<file path="src/rtl/rtc_cal_pkg.sv">
package rtc_cal_pkg;
  localparam logic [3:0] OFS_SEC  = 4'h2;
  localparam logic [3:0] OFS_MIN  = 4'h3;
  localparam logic [3:0] OFS_HOUR = 4'h4;
  localparam logic [3:0] OFS_DAY  = 4'h5;
  localparam logic [3:0] OFS_WDAY = 4'h6;
  localparam logic [3:0] OFS_MON  = 4'h7;
  localparam logic [3:0] OFS_YEAR = 4'h8;

  // next BCD value of a two-digit field
  function automatic logic [7:0] bcd_next(input logic [7:0] v);
    if (v[3:0] == 4'd9) return {v[7:4] + 4'd1, 4'd0};
    return {v[7:4], v[3:0] + 4'd1};
  endfunction

  // last day of a month, in BCD
  function automatic logic [7:0] month_end(input logic [4:0] mon, input logic [7:0] yr);
    logic [6:0] ybin;
    ybin = 7'(yr[7:4]) * 7'd10 + 7'(yr[3:0]);
    case (mon)
      5'h02: return (ybin[1:0] == 2'b00) ? 8'h29 : 8'h28;
      5'h04, 5'h06, 5'h09, 5'h11: return 8'h30;
      default: return 8'h31;
    endcase
  endfunction
endpackage

</file>
<file path="src/rtl/rtc_bcd_field.sv">
module rtc_bcd_field #(
  parameter int W = 8,
  parameter logic [W-1:0] RST_VAL = '0
) (
  input  logic         clk,
  input  logic         rst,
  input  logic         inc,
  input  logic         ld,
  input  logic [W-1:0] ld_val,
  input  logic [W-1:0] lo,
  input  logic [W-1:0] hi,
  output logic [W-1:0] q,
  output logic         wrap
);
  import rtc_cal_pkg::*;
  logic [7:0] nxt8;

  assign wrap = inc && (q == hi);
  assign nxt8 = bcd_next(8'(q));

  always_ff @(posedge clk) begin
    if (rst)       q <= RST_VAL;
    else if (ld)   q <= ld_val;
    else if (wrap) q <= lo;
    else if (inc)  q <= nxt8[W-1:0];
  end
endmodule

</file>
<file path="src/rtl/rtc_tick_gate.sv">
module rtc_tick_gate (
  input  logic clk,
  input  logic rst,
  input  logic tick,
  input  logic halt,
  input  logic freeze,
  output logic step
);
  logic pend_q;

  assign step = !freeze && !halt && (tick || pend_q);

  always_ff @(posedge clk) begin
    if (rst)                 pend_q <= 1'b0;
    else if (halt)           pend_q <= 1'b0;
    else if (freeze && tick) pend_q <= 1'b1;
    else if (step)           pend_q <= 1'b0;
  end
endmodule

</file>
<file path="src/rtl/rtc_calendar_core.sv">
module rtc_calendar_core #(
  parameter int ADDR_W = 4
) (
  input  logic              clk,
  input  logic              rst,
  input  logic              sec_tick,
  input  logic              halt,
  input  logic              access_busy,
  input  logic              supply_low,
  input  logic              wr_en,
  input  logic [ADDR_W-1:0] wr_addr,
  input  logic [7:0]        wr_data,
  input  logic [ADDR_W-1:0] rd_addr,
  output logic [7:0]        rd_data
);
  import rtc_cal_pkg::*;

  localparam int NF = 6; // BCD fields: sec, min, hour, day, month, year
  localparam int FW [NF] = '{7, 7, 6, 6, 5, 8};
  localparam logic [3:0] FOFS [NF] = '{OFS_SEC, OFS_MIN, OFS_HOUR, OFS_DAY, OFS_MON, OFS_YEAR};
  localparam logic [7:0] FLO [NF] = '{8'h00, 8'h00, 8'h00, 8'h01, 8'h01, 8'h00};

  logic       step;
  logic [7:0] fq   [NF];
  logic [7:0] fhi  [NF];
  logic       fwr  [NF];
  logic       finc [NF];
  logic [2:0] wday_q;
  logic       cent_q, low_q;

  rtc_tick_gate u_gate (
    .clk(clk), .rst(rst), .tick(sec_tick), .halt(halt),
    .freeze(access_busy || wr_en), .step(step)
  );

  assign fhi[0] = 8'h59;
  assign fhi[1] = 8'h59;
  assign fhi[2] = 8'h23;
  assign fhi[3] = month_end(fq[4][4:0], fq[5]);
  assign fhi[4] = 8'h12;
  assign fhi[5] = 8'h99;

  genvar g;
  generate
    for (g = 0; g < NF; g++) begin : g_fld
      logic [FW[g]-1:0] q;
      logic             wrap;
      if (g == 0) begin : g_first
        assign finc[g] = step;
      end else begin : g_chain
        assign finc[g] = g_fld[g-1].wrap;
      end
      rtc_bcd_field #(.W(FW[g]), .RST_VAL(FW[g]'(FLO[g]))) u_fld (
        .clk(clk), .rst(rst), .inc(finc[g]),
        .ld(wr_en && (wr_addr == ADDR_W'(FOFS[g]))),
        .ld_val(wr_data[FW[g]-1:0]),
        .lo(FW[g]'(FLO[g])), .hi(fhi[g][FW[g]-1:0]),
        .q(q), .wrap(wrap)
      );
      assign fq[g] = 8'(q);
    end
  endgenerate

  logic day_roll, year_roll, wr_wday, wr_mon, wr_sec;
  assign day_roll  = g_fld[2].wrap;
  assign year_roll = g_fld[5].wrap;
  assign wr_wday   = wr_en && (wr_addr == ADDR_W'(OFS_WDAY));
  assign wr_mon    = wr_en && (wr_addr == ADDR_W'(OFS_MON));
  assign wr_sec    = wr_en && (wr_addr == ADDR_W'(OFS_SEC));

  always_ff @(posedge clk) begin
    if (rst) begin
      wday_q <= 3'd0;
      cent_q <= 1'b0;
      low_q  <= 1'b1;
    end else begin
      if (wr_wday)       wday_q <= wr_data[2:0];
      else if (day_roll) wday_q <= (wday_q == 3'd6) ? 3'd0 : wday_q + 3'd1;
      if (wr_mon)         cent_q <= wr_data[7];
      else if (year_roll) cent_q <= ~cent_q;
      if (supply_low)  low_q <= 1'b1;
      else if (wr_sec) low_q <= wr_data[7];
    end
  end

  always_ff @(posedge clk) begin
    if (rst) rd_data <= 8'h00;
    else begin
      case (rd_addr)
        ADDR_W'(OFS_SEC):  rd_data <= {low_q, fq[0][6:0]};
        ADDR_W'(OFS_MIN):  rd_data <= fq[1];
        ADDR_W'(OFS_HOUR): rd_data <= fq[2];
        ADDR_W'(OFS_DAY):  rd_data <= fq[3];
        ADDR_W'(OFS_WDAY): rd_data <= {5'd0, wday_q};
        ADDR_W'(OFS_MON):  rd_data <= {cent_q, 2'b00, fq[4][4:0]};
        ADDR_W'(OFS_YEAR): rd_data <= fq[5];
        default:           rd_data <= 8'h00;
      endcase
    end
  end
endmodule

</file>
<file path="config.mk">
export PLATFORM = sky130hd
export DESIGN_NAME = rtc_calendar_core
export DESIGN_NICKNAME = d
export VERILOG_FILES = /design/src/rtl/rtc_cal_pkg.sv /design/src/rtl/rtc_bcd_field.sv /design/src/rtl/rtc_tick_gate.sv /design/src/rtl/rtc_calendar_core.sv
export SDC_FILE = /design/constraint.sdc
export NUM_CORES = 1
export LEC_CHECK = 0
export BUFFER_PORTS_ARGS = -buffer_cell sky130_fd_sc_hd__buf_4
export CORE_MARGIN = 1.5
export CORE_UTILIZATION = 55
export CTS_CLUSTER_DIAMETER = 150
export DETAILED_ROUTE_END_ITERATION = 10
export PLACE_DENSITY = 0.78
export SYNTH_ARGS = -nofsm -noshare
export SYNTH_HDL_FRONTEND = slang
export SYNTH_SLANG_ARGS = --single-unit
export TNS_END_PERCENT = 100
</file>
<file path="constraint.sdc">
create_clock -name clk -period 6.85 [get_ports clk]
set_input_delay 1.37 -clock clk [delete_from_list [all_inputs] [get_ports clk]]
set_output_delay 1.37 -clock clk [all_outputs]
set_load 0.005 [all_outputs]
</file>
==> impl_metrics.yaml <==
run_status:
  status: "finished clean"
clock_tree:
  path_clk_slew_ps: 100
  hold_buffers: 0
  cts_buffer_depth: 2
  cts_sinks: 53
  cts-resized-gates: 0
  cts_max_level: 2
  root_buffer: "clkbuf_8"
  cts_tree: "yes"
  cts_setup_buffers: 0
  cts_buffers: 5
  clock_latency_ps: 310
sta:
  skew_ps: 9.55
  finalCritPeriodShare_pct: 58.8
  drv_slew: 0
  tns_ps: 0
  relSlewSlack_pct: 31.2
  finalHoldViolCount: 0
  tightest_slew_ps: 1020
  fmax_mhz: 248
  fin_crit_ps: 4030
  setup-violations-final: 0
  rsz0062_at_grt: "no"
layout:
  layout.cells.non_filler: 552
  antenna_cells: 0
  fin_nets: 514
  multi_input_area_mm2: 0.00237
  area_growth_pct: 9.55
  fillCellCount: 575
  regArea_mm2: 0.00106
  final_cell_mix: "nor2_1 (57), dfxtp_1 (53), nand2_1 (30), a21oi_1 (30), buf_4 (30)"
  drive_gt1_share_pct: 10.3
  mostFrequentLayoutCell: "nor2_1"
flow_run:
  max-cap-violations: 0
floorplan:
  fp.dieH_um: 83.9
  die_x_um: 83.9
  num_rows: 29
  initial_utilization_pct: 56.7
  dieArea_mm2: 0.00705
  io-pin-count: 31
  coreArea_mm2: 0.00635
power_and_ir_drop:
  p_sw_mw: 0.158
  clkPwrFrac_pct: 36.3
  swShare_pct: 25.6
  internal_power_mw: 0.461
  max-vdd-ir-drop_mv: 0.0919
  p_leak_nw: 1.41
  p_per_area_mw_per_mm2: 157
  p_seq_share_pct: 52.3
  p_total_mw: 0.620
  comb_power_share_pct: 11.4
global_route:
  antenna_found_initial: 0
  track_usage_pct: 29.4
  overflow: 0
  grt.busiest_layer: "met2"
  gr-usage-met3_pct: 3.26
  grt_first_pass_wirelength_um: 16800
  grtUsageMet1_pct: 39.3
  grt_pass1_vias: 3405
  use_met2_pct: 47.6
  grt_max_degree: 46
routing:
  vias: 3740
  drc: 0
  drtIter0Drc: 406
  drt_first_pass_iters: 7
  routed_wl_um: 10400
  avgRoutedWirePerCell_um: 18.8
  routed_via_density: 6.78
  ant_nets: 0
placement:
  place_inst: 544
  port-buffer-count: 30
  hpwl_um: 7470
  gp_congestion: 0.877
yosys:
  synth-simple-area-share_pct: 29.1
  synthesis.area_mm2: 0.00360
  synthAdderAreaFrac_pct: 5.90
  synth_top_family_by_area: "simple AND/OR/NAND/NOR gates"
  yosysWarningCount: 0
  ys_types: 62
  avgSynthCellArea_um2: 7.80
  synth.ff_latch_count: 53
  muxShareOfSynthArea_pct: 3.58
  async_flop_share_pct: 0
  synthXorXnorAreaFrac_pct: 1.22
  synth.net_count: 502
  synth_compound_area_share_pct: 26.0
  ys_seq_area_share_pct: 29.4
  synth_cells: 462
  synth_edf_count: 0
  synth_ff_type: "dfxtp_1"
setup_path:
  worst_path_max_delay_cell: "nor4_1"
  critPathKind: "in2reg"
  worst-endpoint-required_ps: 7080
  cp_max_fo: 14
  crit_path_cell_trace: "buf_4 -> or2_2 -> nor4_1 -> nand3_1 -> nor4_1 -> mux2_2 -> a211oi_1"
  crit_arrival_ps: 4260
  cp-end-kind: "flip-flop"
  crit_path_start_kind: "input pin"
  slowest_delay_ps: 670
  cpMostUsedCell: "nor4_1"
worst_hold_path:
  hp-class: "reg2reg"
## stage by stage
stage | hold slack, ps | setup slack, ps | util [%] | cell area, um^2
2_1_floorplan | 444 | 3350 | - | 3600
3_3_place_gp | 484 | 2650 | 60.3 | 3830
3_5_place_dp | 492 | 2530 | 60.3 | 3830
4_1_cts | 516 | 2840 | 62.2 | 3950
5_1_grt | 546 | 2520 | 62.2 | 3950
6_report | 519 | 2820 | 62.2 | 3950
## metal layers
metal | vias to the layer above | part of all wire (%)
li1 | 1753 | -
met1 | 1776 | 42
met2 | 178 | 45
met3 | 33 | 8.4
met4 | 0 | 3.8
met5 | - | 0
## power groups by stage
| stage | clock, mW | combinational, mW | sequential, mW |
|---|---|---|---|
| after global routing | 0.240 | 0.0772 | 0.325 |
| after floorplan | 0 | 0.0427 | 0.327 |
| after global placement | 0 | 0.0673 | 0.331 |
| after detailed placement | 0 | 0.0687 | 0.331 |
| after CTS | 0.230 | 0.0691 | 0.324 |
| final | 0.225 | 0.0706 | 0.324 |
## flip-flops by register name, indices dropped and copies added (netlist names)
name           cells
cent_q             1
u_gate.pend_q      1
low_q              1
g_fld.u_fld.q     39
rd_data            8
wday_q             3
## final timing paths
kind | from | to | slack [ps] | cells after the start
max | wr_en | g_fld[5].u_fld.q[5] | 2820 | 7
min | cent_q | cent_q | 520 | 2
min reg2reg | cent_q | cent_q | 520 | 2
max reg2reg | g_fld[0].u_fld.q[0] | g_fld[5].u_fld.q[5] | 3450 | 7
## final cells by class
type	count	area share, %
Clock inverter	2	0.951
Sequential cell	53	26.9
Tap cell	77	2.44
Timing Repair Buffer	30	5.71
Inverter	20	1.90
Multi-Input combinational cell	364	60.0
Clock buffer	6	2.09
## kinds of logic (layout without fill, tap and decap cells)
kind of cell,Yosys count,after routing
and+or+nand+nor,195,195
buffers and inverters,45,58
xor gates and xnor gates,5,5
muxes,12,12
DFF,53,53
AOI/OAI and AO/OA,135,135
adders and majority gates,17,17
## cell usage after synthesis, types with 4 or more instances
| master | number | area, um^2 |
|---|---|---|
| nand2b_1 | 6 | 37.5 |
| a22oi_1 | 7 | 52.6 |
| or4_1 | 5 | 37.5 |
| a221oi_1 | 5 | 43.8 |
| a22o_1 | 8 | 70.1 |
| dfxtp_1 | 53 | 1060 |
| and2_1 | 5 | 31.3 |
| a31oi_1 | 4 | 25.0 |
| or3_1 | 7 | 43.8 |
| clkbuf_1 | 21 | 78.8 |
| o221ai_1 | 5 | 43.8 |
| a21oi_1 | 30 | 150 |
| nand3_1 | 17 | 85.1 |
| o21ai_0 | 29 | 145 |
| a311oi_1 | 9 | 78.8 |
| mux2i_1 | 8 | 80.1 |
| nand3b_1 | 7 | 52.6 |
| and3b_1 | 5 | 43.8 |
| nand2_1 | 30 | 113 |
| ha_1 | 17 | 213 |
| inv_1 | 20 | 75.1 |
| nor3_1 | 16 | 80.1 |
| nor4_1 | 5 | 31.3 |
| a211oi_1 | 14 | 105 |
| nor3b_1 | 5 | 37.5 |
| nor2b_1 | 9 | 56.3 |
| nor2_1 | 57 | 214 |
## critical path: cells and delay by family
| kind | cells | cell delay [ps] |
|---|---|---|
| AOI/OAI and AO/OA | 1 | 190 |
| buffers and inverters | 1 | 130 |
| muxes | 1 | 390 |
| and+or+nand+nor | 4 | 2170 |
No activity file was read; power rests on OpenSTA's default activity.
